`src/rtl/rngc_pkg.sv`:
```
package rngc_pkg;

    localparam int DATA_W = 32;

    localparam logic [7:0] ADR_CMD  = 8'h04;
    localparam logic [7:0] ADR_CTRL = 8'h08;
    localparam logic [7:0] ADR_STAT = 8'h0C;
    localparam logic [7:0] ADR_ERR  = 8'h10;
    localparam logic [7:0] ADR_FIFO = 8'h14;

    localparam int CMD_SELFTEST = 0;
    localparam int CMD_SEED     = 1;
    localparam int CMD_CLR_INT  = 4;
    localparam int CMD_CLR_ERR  = 5;

    localparam int CTL_MASK_DONE = 5;
    localparam int CTL_MASK_ERR  = 6;

    localparam logic [DATA_W-1:0] ERR_SELFTEST  = 32'h1;
    localparam logic [DATA_W-1:0] ERR_UNDERFLOW = 32'h2;
    localparam logic [DATA_W-1:0] ERR_STAT      = 32'h8;

    typedef enum logic [1:0] {OP_NONE, OP_SELFTEST, OP_SEED} op_kind_e;

    typedef struct packed {
        logic              st_done_ev;
        logic              seed_done_ev;
        logic              seed_ok;
        logic [DATA_W-1:0] err_bits;
    } op_result_t;

    function automatic logic [DATA_W-1:0] lfsr_next(input logic [DATA_W-1:0] s,
                                                    input logic [DATA_W-1:0] poly);
        return (s >> 1) ^ (s[0] ? poly : '0);
    endfunction

endpackage

```
`src/rtl/rng_lfsr_src.sv`:
```
module rng_lfsr_src
    import rngc_pkg::*;
#(
    parameter logic [DATA_W-1:0] POLY = 32'h80200003,
    parameter logic [DATA_W-1:0] SEED = 32'h00000001
) (
    input  logic              clk,
    input  logic              rst,
    input  logic              adv,
    output logic [DATA_W-1:0] word
);
    logic [DATA_W-1:0] state_q;

    always_ff @(posedge clk) begin
        if (rst)      state_q <= SEED;
        else if (adv) state_q <= lfsr_next(state_q, POLY);
    end

    assign word = state_q;
endmodule

```
`src/rtl/rng_word_fifo.sv`:
```
module rng_word_fifo
    import rngc_pkg::*;
#(
    parameter int DEPTH = 16,
    localparam int PW = (DEPTH > 1) ? $clog2(DEPTH) : 1,
    localparam int LW = $clog2(DEPTH + 1)
) (
    input  logic              clk,
    input  logic              rst,
    input  logic              push,
    input  logic [DATA_W-1:0] wdata,
    input  logic              pop,
    output logic [DATA_W-1:0] rdata,
    output logic [LW-1:0]     level,
    output logic              full,
    output logic              empty
);
    logic [DATA_W-1:0] mem [DEPTH];
    logic [PW-1:0]     wr_ptr, rd_ptr;
    logic [LW-1:0]     cnt_q;

    function automatic logic [PW-1:0] bump(input logic [PW-1:0] p);
        return (int'(p) == DEPTH - 1) ? '0 : p + 1'b1;
    endfunction

    assign full  = (int'(cnt_q) == DEPTH);
    assign empty = (cnt_q == '0);
    assign level = cnt_q;
    assign rdata = mem[rd_ptr];

    always_ff @(posedge clk) begin
        if (push) mem[wr_ptr] <= wdata;
    end

    always_ff @(posedge clk) begin
        if (rst) begin
            wr_ptr <= '0;
            rd_ptr <= '0;
            cnt_q  <= '0;
        end else begin
            if (push) wr_ptr <= bump(wr_ptr);
            if (pop)  rd_ptr <= bump(rd_ptr);
            if (push && !pop)      cnt_q <= cnt_q + 1'b1;
            else if (pop && !push) cnt_q <= cnt_q - 1'b1;
        end
    end
endmodule

```
`src/rtl/rng_op_engine.sv`:
```
module rng_op_engine
    import rngc_pkg::*;
#(
    parameter int OP_CYCLES = 8,
    localparam int CW = $clog2(OP_CYCLES + 1)
) (
    input  logic       clk,
    input  logic       rst,
    input  logic       req_selftest,
    input  logic       req_seed,
    input  logic       fail_selftest,
    input  logic       fail_stat,
    output logic       busy,
    output logic       acc_selftest,
    output logic       acc_seed,
    output op_result_t res
);
    op_kind_e      kind_q;
    logic [CW-1:0] cnt_q;
    logic          fin;

    assign acc_selftest = !busy && req_selftest;
    assign acc_seed     = !busy && !req_selftest && req_seed;
    assign fin          = busy && (cnt_q == '0);

    always_ff @(posedge clk) begin
        if (rst) begin
            busy   <= 1'b0;
            cnt_q  <= '0;
            kind_q <= OP_NONE;
        end else if (!busy) begin
            if (acc_selftest || acc_seed) begin
                busy   <= 1'b1;
                cnt_q  <= CW'(OP_CYCLES - 1);
                kind_q <= acc_selftest ? OP_SELFTEST : OP_SEED;
            end
        end else if (fin) begin
            busy   <= 1'b0;
            kind_q <= OP_NONE;
        end else begin
            cnt_q <= cnt_q - 1'b1;
        end
    end

    always_comb begin
        res              = '0;
        res.st_done_ev   = fin && (kind_q == OP_SELFTEST);
        res.seed_done_ev = fin && (kind_q == OP_SEED);
        res.seed_ok      = res.seed_done_ev && !fail_stat;
        if (res.st_done_ev && fail_selftest) res.err_bits = res.err_bits | ERR_SELFTEST;
        if (res.seed_done_ev && fail_stat)   res.err_bits = res.err_bits | ERR_STAT;
    end
endmodule

```
`src/rtl/rng_ctrl_regs.sv`:
```
module rng_ctrl_regs
    import rngc_pkg::*;
#(
    parameter int                FIFO_DEPTH = 16,
    parameter int                OP_CYCLES  = 8,
    parameter logic [DATA_W-1:0] LFSR_POLY  = 32'h80200003,
    parameter logic [DATA_W-1:0] LFSR_SEED  = 32'h00000001,
    localparam int               LVL_W      = $clog2(FIFO_DEPTH + 1)
) (
    input  logic              clk,
    input  logic              rst,
    input  logic [7:0]        bus_addr,
    input  logic              bus_we,
    input  logic [DATA_W-1:0] bus_wdata,
    input  logic              bus_re,
    output logic [DATA_W-1:0] bus_rdata,
    output logic              irq,
    input  logic              tst_fail_selftest,
    input  logic              tst_fail_seed
);
    logic              wr_cmd, wr_ctrl, rd_fifo;
    logic              clr_int, clr_err;
    logic              op_busy, acc_st, acc_seed;
    op_result_t        op_res;
    logic              mask_done, mask_err;
    logic              st_done_q, seed_done_q, done_pend, seeded_q;
    logic [DATA_W-1:0] err_q, rnd_word, head_word, stat_word;
    logic              push, pop, fifo_full, fifo_empty, underflow;
    logic [LVL_W-1:0]  fifo_level;
    logic [3:0]        lvl_disp;
    logic              unused_wdata_bits;

    assign unused_wdata_bits = ^bus_wdata;

    assign wr_cmd  = bus_we && (bus_addr == ADR_CMD);
    assign wr_ctrl = bus_we && (bus_addr == ADR_CTRL);
    assign rd_fifo = bus_re && (bus_addr == ADR_FIFO);
    assign clr_int = wr_cmd && bus_wdata[CMD_CLR_INT];
    assign clr_err = wr_cmd && bus_wdata[CMD_CLR_ERR];

    rng_op_engine #(.OP_CYCLES(OP_CYCLES)) u_eng (
        .clk           (clk),
        .rst           (rst),
        .req_selftest  (wr_cmd && bus_wdata[CMD_SELFTEST]),
        .req_seed      (wr_cmd && bus_wdata[CMD_SEED]),
        .fail_selftest (tst_fail_selftest),
        .fail_stat     (tst_fail_seed),
        .busy          (op_busy),
        .acc_selftest  (acc_st),
        .acc_seed      (acc_seed),
        .res           (op_res)
    );

    assign push      = seeded_q && !fifo_full;
    assign pop       = rd_fifo && !fifo_empty;
    assign underflow = rd_fifo && fifo_empty;

    rng_lfsr_src #(.POLY(LFSR_POLY), .SEED(LFSR_SEED)) u_src (
        .clk  (clk),
        .rst  (rst),
        .adv  (push),
        .word (rnd_word)
    );

    rng_word_fifo #(.DEPTH(FIFO_DEPTH)) u_fifo (
        .clk   (clk),
        .rst   (rst),
        .push  (push),
        .wdata (rnd_word),
        .pop   (pop),
        .rdata (head_word),
        .level (fifo_level),
        .full  (fifo_full),
        .empty (fifo_empty)
    );

    always_ff @(posedge clk) begin
        if (rst) begin
            mask_done   <= 1'b1;
            mask_err    <= 1'b1;
            st_done_q   <= 1'b0;
            seed_done_q <= 1'b0;
            done_pend   <= 1'b0;
            seeded_q    <= 1'b0;
            err_q       <= '0;
        end else begin
            if (wr_ctrl) begin
                mask_done <= bus_wdata[CTL_MASK_DONE];
                mask_err  <= bus_wdata[CTL_MASK_ERR];
            end

            if (acc_st)                 st_done_q   <= 1'b0;
            else if (op_res.st_done_ev) st_done_q   <= 1'b1;
            if (acc_seed)                 seed_done_q <= 1'b0;
            else if (op_res.seed_done_ev) seed_done_q <= 1'b1;

            if (acc_seed)                seeded_q <= 1'b0;
            else if (op_res.seed_done_ev) seeded_q <= op_res.seed_ok;

            if (op_res.st_done_ev || op_res.seed_done_ev) done_pend <= 1'b1;
            else if (clr_err || (clr_int && err_q == '0)) done_pend <= 1'b0;

            err_q <= (clr_err ? '0 : err_q) | op_res.err_bits
                     | (underflow ? ERR_UNDERFLOW : '0);
        end
    end

    assign irq = (done_pend && !mask_done) || ((err_q != '0) && !mask_err);

    assign lvl_disp = (int'(fifo_level) > 15) ? 4'hF : 4'(fifo_level);

    always_comb begin
        stat_word       = '0;
        stat_word[4]    = st_done_q;
        stat_word[5]    = seed_done_q;
        stat_word[11:8] = lvl_disp;
        stat_word[16]   = (err_q != '0);
    end

    always_comb begin
        bus_rdata = '0;
        if (bus_re) begin
            unique case (bus_addr)
                ADR_CTRL: begin
                    bus_rdata[CTL_MASK_DONE] = mask_done;
                    bus_rdata[CTL_MASK_ERR]  = mask_err;
                end
                ADR_STAT: bus_rdata = stat_word;
                ADR_ERR:  bus_rdata = err_q;
                ADR_FIFO: bus_rdata = fifo_empty ? '0 : head_word;
                default:  bus_rdata = '0;
            endcase
        end
    end
endmodule

```
`config.mk`:
```
export PLATFORM = sky130hd
export DESIGN_NAME = rng_ctrl_regs
export DESIGN_NICKNAME = d
export VERILOG_FILES = /design/src/rtl/rngc_pkg.sv /design/src/rtl/rng_lfsr_src.sv /design/src/rtl/rng_word_fifo.sv /design/src/rtl/rng_op_engine.sv /design/src/rtl/rng_ctrl_regs.sv
export SDC_FILE = /design/constraint.sdc
export NUM_CORES = 1
export LEC_CHECK = 0
export CAP_MARGIN = 20
export CORE_MARGIN = 10
export CORE_UTILIZATION = 65
export DETAILED_ROUTE_END_ITERATION = 8
export GPL_ROUTABILITY_DRIVEN = 1
export PLACE_DENSITY = 0.86
export SLEW_MARGIN = 20
export SYNTH_ARGS = -nofsm -noshare
export SYNTH_HDL_FRONTEND = slang
export SYNTH_SLANG_ARGS = --single-unit
export TNS_END_PERCENT = 30
```
`constraint.sdc`:
```
create_clock -name clk -period 7.55 [get_ports clk]
set_input_delay 1.1325 -clock clk [delete_from_list [all_inputs] [get_ports clk]]
set_output_delay 1.1325 -clock clk [all_outputs]
set_load 0.05 [all_outputs]
```
==> summary.md <==
The hold violation total from the final report was 0; the final standard cell area without fillers was 0.0251 mm^2. The power share of the clock group is 43.1%. Clock tree synthesis inserted a total of 54 buffers. The worst slew margin relative to its limit is 20.1%, and the hold buffer count at CTS is 0. The tools report the timing-limited maximum frequency as 174 MHz. Counting both buffers and inverters, the worst setup path holds a total of 2. The clock tree synthesis step divided the H-tree into 2 levels. STA classifies the critical path endpoint as an output port.

The maximum fanout along the worst path works out to 39. Detailed placement ended at an HPWL of 24000 um. For the static leakage power, the log shows 0.00781 uW.

The fraction of final layout cells with drive strength greater than 1 came out at 19.7%. The startpoint-to-endpoint class of the critical path is primary input to output port. Dividing the detail-routed wire length by the instance count gives 29.6 um. The switching power summed over all nets is 1160 uW, and the final-layout setup total negative slack is 0 ns. The first detailed-routing pass took 7 iterations.

The number of port buffers was 51; the cell area after placement was 0.0234 mm^2. For this run, the leading register cell type out of synthesis is edfxtp_1. The tools report the maximum root-to-sink buffer count as 3. Across the run, the number of max-cap violations was 0. The via count is 11900, and the number of clock sinks seen by CTS is 577. The run gives 0.0224 mm^2 as the netlist area before placement.

The maximum cell stage delay along the critical path was 0.91 ns. The min-delay analysis places its worst path in the category flop to flop. Clock latency on the worst-skew pair, taken at its later pin, is 0.58 ns. The cell family contributing the most delay on the critical path is simple AND/OR/NAND/NOR gates. At the end of the flow, the number of nets in the layout was 1302.

The initial utilization of the core area, before any placement, comes to 66.4%. Compared with the post-synthesis result, the final layout area differs by 11.8%. Root buffer selected by CTS: clkbuf_16. Via count of the first global-routing pass: 12300.

The tools report the internal power as 4890 uW. Traced cell by cell, the critical path runs through clkdlybuf4s50_1 > nor4_1 > and4_1 > nand2_2 > a211oi_1 > clkdlybuf4s50_1. STA classifies the critical path startpoint as a primary input. The number of antenna diodes in the final layout is 0.

Fraction of power consumed by sequential logic: 56.5%. The peak ir drop on the vdd network is 221 uV, and the number of placement rows is 67. Buffers added to address setup during post-CTS repair amount to 0. The logs give 0 for the count of final max-slew check failures and 0 for the final routed DRC violation total. The tools report the data arrival at the endpoint of the critical path as 4.63 ns. The total global routing track utilization was 24.4%. After the first detailed-routing iteration, the DRC count stood at 1625. The synthesized design contains 512 enable-type register cells. The global placement routability congestion is 0.784.

Setup repair after global routing left no endpoint under its margin. Net switching is 19.2% of the power. The Yosys step of the flow raised 0 warnings. The run gives 74.3% as the proportion of synthesized chip area in sequential cells. The synthesis-stage register bit count was 577; the shortest period the worst path allows was 5.76 ns. The die boundary width is 206 um. In the synthesized netlist the async set-or-reset flop fraction comes to 0%. The layout has 1752 filler cells. The logs give 1190 for the gate count after technology mapping and 0 for the count of cells resized by post-cts repair. Dividing the synthesized area by the synthesized cell count gives 18.9 um^2.

The run gives 0 as the residual overflow from global routing. The first global-routing pass estimated 77000 um of wire. The final critical path takes up 76.3% of the cycle.

79 I/O pins were placed. For the final database, setup skew stands at 0.0274 ns. TritonCTS built the clock tree. Dividing total power by cell area gives a power density of 241 mW/mm^2. Synthesis produced a netlist with a net count of 1248.

Combinational cells account for 0.4% of the total power. The detailed-route vias per instance was 6.88; the slew at the pin with the worst max-slew slack was 1.20 ns. In this run the vertical extent of the chip is 206 um. The initial antenna violation count is 0, and the core outline area is 0.0338 mm^2.

At the worst endpoint, the required time is 6.42 ns. Most repeated library cell on the critical path: clkdlybuf4s50_1. The count of nets left with antenna violations once routing finished came out at 0.

The tools report the full die area as 0.0424 mm^2. In this run, distinct cell masters in the synthesized netlist total 55. The slowest stage of the critical path belongs to the cell clkdlybuf4s50_1. The final layout contains routed wiring with a total length of 51300 um.

Entering global routing, the biggest net connects 75 pins. The run finished with clean final reports. The setup-violating endpoint count in the final report is 0, and the worst slack on hold paths is 0.474 ns. Clock-pin slew was measured on the worst setup and hold paths at 0.06 ns.
## registers in the layout, summed over array words and instances (netlist names), named ones only
| name | cells |
|---|---|
| st_done_q | 1 |
| u_fifo.mem | 512 |
| done_pend | 1 |
| u_src.word | 32 |
| mask_done | 1 |
| u_eng.cnt_q | 4 |
| u_eng.busy | 1 |
| err_q | 3 |
| mask_err | 1 |
| u_fifo.wr_ptr | 4 |
| u_fifo.rd_ptr | 4 |
| u_fifo.level | 5 |
| seed_done_q | 1 |
| u_eng.kind_q | 2 |
| seeded_q | 1 |
## cell families (layout without fill, tap and decap cells)
| group | Yosys count | in the layout | share of synthesized area, % |
|---|---|---|---|
| compound gates | 147 | 147 | 4.24 |
| buf+inv | 91 | 188 | 1.78 |
| simple gates | 199 | 199 | 4.59 |
| mux | 155 | 155 | 14.0 |
| fa+ha+maj | 12 | 12 | 0.703 |
| xor+xnor | 9 | 9 | 0.351 |
| flops | 577 | 577 | 74.3 |
## through the flow
stage	instances	utilization [%]	setup slack (ns)	power, uW
2_1_floorplan	1190	-	3.09	3500
3_3_place_gp	1635	69.1	1.97	3510
3_5_place_dp	1635	69.2	1.87	3510
4_1_cts	1734	74.2	1.80	6060
5_1_grt	1735	74.3	1.69	6170
6_report	1735	74.3	1.79	6050
## placed cells by master (no fill, tap or decap), types with 3 or more instances in the layout
| cell | count |
|---|---|
| mux4_2 | 127 |
| a21o_1 | 3 |
| clkbuf_1 | 9 |
| clkinv_1 | 11 |
| nor2b_1 | 25 |
| edfxtp_1 | 512 |
| and3_2 | 3 |
| clkdlybuf4s50_1 | 50 |
| nand2_1 | 78 |
| nor3b_1 | 5 |
| xor2_1 | 5 |
| nor2_1 | 29 |
| dfxtp_1 | 61 |
| o21a_1 | 3 |
| a221oi_1 | 11 |
| clkbuf_8 | 6 |
| dfxtp_4 | 4 |
| or3_1 | 4 |
| o21ai_0 | 18 |
| a21oi_1 | 48 |
| buf_12 | 3 |
| mux2i_1 | 26 |
| o22ai_1 | 6 |
| nand2b_1 | 4 |
| nor3_1 | 6 |
| and4_2 | 3 |
| and2_2 | 6 |
| inv_1 | 23 |
| buf_4 | 11 |
| ha_1 | 11 |
| nand3_1 | 16 |
| xnor2_1 | 4 |
| a211oi_1 | 45 |
| clkinv_2 | 11 |
| clkbuf_16 | 55 |
## worst paths after layout
| kind | from | to | slack, ns | cells after the start |
|---|---|---|---|---|
| hold reg to reg | st_done_q$_SDFFE_PP0P_ | st_done_q$_SDFFE_PP0P_ | 0.47 | 1 |
| setup / recovery | bus_addr[3] | bus_rdata[31] | 1.79 | 6 |
| setup reg to reg | u_fifo.level[0]$_SDFFE_PP0P_ | u_fifo.level[4]$_SDFFE_PP0P_ | 3.46 | 10 |
| hold / removal | st_done_q$_SDFFE_PP0P_ | st_done_q$_SDFFE_PP0P_ | 0.47 | 1 |
## cells in the mapped netlist (10+ instances only)
master / n / area [um^2]
a21oi_1: 48 / 240
inv_1: 23 / 86.3
ha_1: 11 / 138
mux2i_1: 26 / 260
nand2_1: 79 / 297
dfxtp_1: 65 / 1300
o21ai_0: 18 / 90.1
nor2b_1: 25 / 156
clkbuf_1: 35 / 131
nor2_1: 29 / 109
buf_2: 19 / 95.1
and2_1: 10 / 62.6
nand3_1: 16 / 80.1
mux4_2: 127 / 2860
edfxtp_1: 512 / 15400
a221oi_1: 11 / 96.3
a211oi_1: 45 / 338
## per-layer routing
layer  part of all wire (%)  vias to the layer above  track usage [%]
met4                    3.0                        0             8.52
met5                      0                        -                0
met2                     52                      840             40.8
li1                       -                     4901                -
met3                    9.6                      111             3.73
met1                     36                     6093             32.3
## worst reg2reg max path: cells and delay by family (launching register included)
| kind | cells | cell delay, ns |
|---|---|---|
| compound gates | 2 | 0.39 |
| fa+ha+maj | 2 | 0.74 |
| buf+inv | 1 | 0.12 |
| flops | 1 | 0.36 |
| mux | 2 | 0.67 |
| simple gates | 3 | 1.70 |
## area by class of cell
cell class / instances / area, um^2 / share of cell area (%)
Timing Repair Buffer: 65 / 648 / 2.58
Sequential cell: 577 / 16700 / 66.5
Multi-Input combinational cell: 522 / 5400 / 21.5
Inverter: 24 / 90.1 / 0.359
Tap cell: 448 / 561 / 2.23
Clock buffer: 70 / 1490 / 5.95
Clock inverter: 29 / 210 / 0.838
## power groups by stage
stage          registers [uW]  clock network (uW)  logic, uW
2_1_floorplan            3490                   0       9.34
3_3_place_gp             3490                   0       22.5
3_5_place_dp             3490                   0       22.9
4_1_cts                  3420                2610       23.3
5_1_grt                  3420                2720       25.1
6_report                 3420                2610       23.7
No activity file was read; power rests on OpenSTA's default activity.
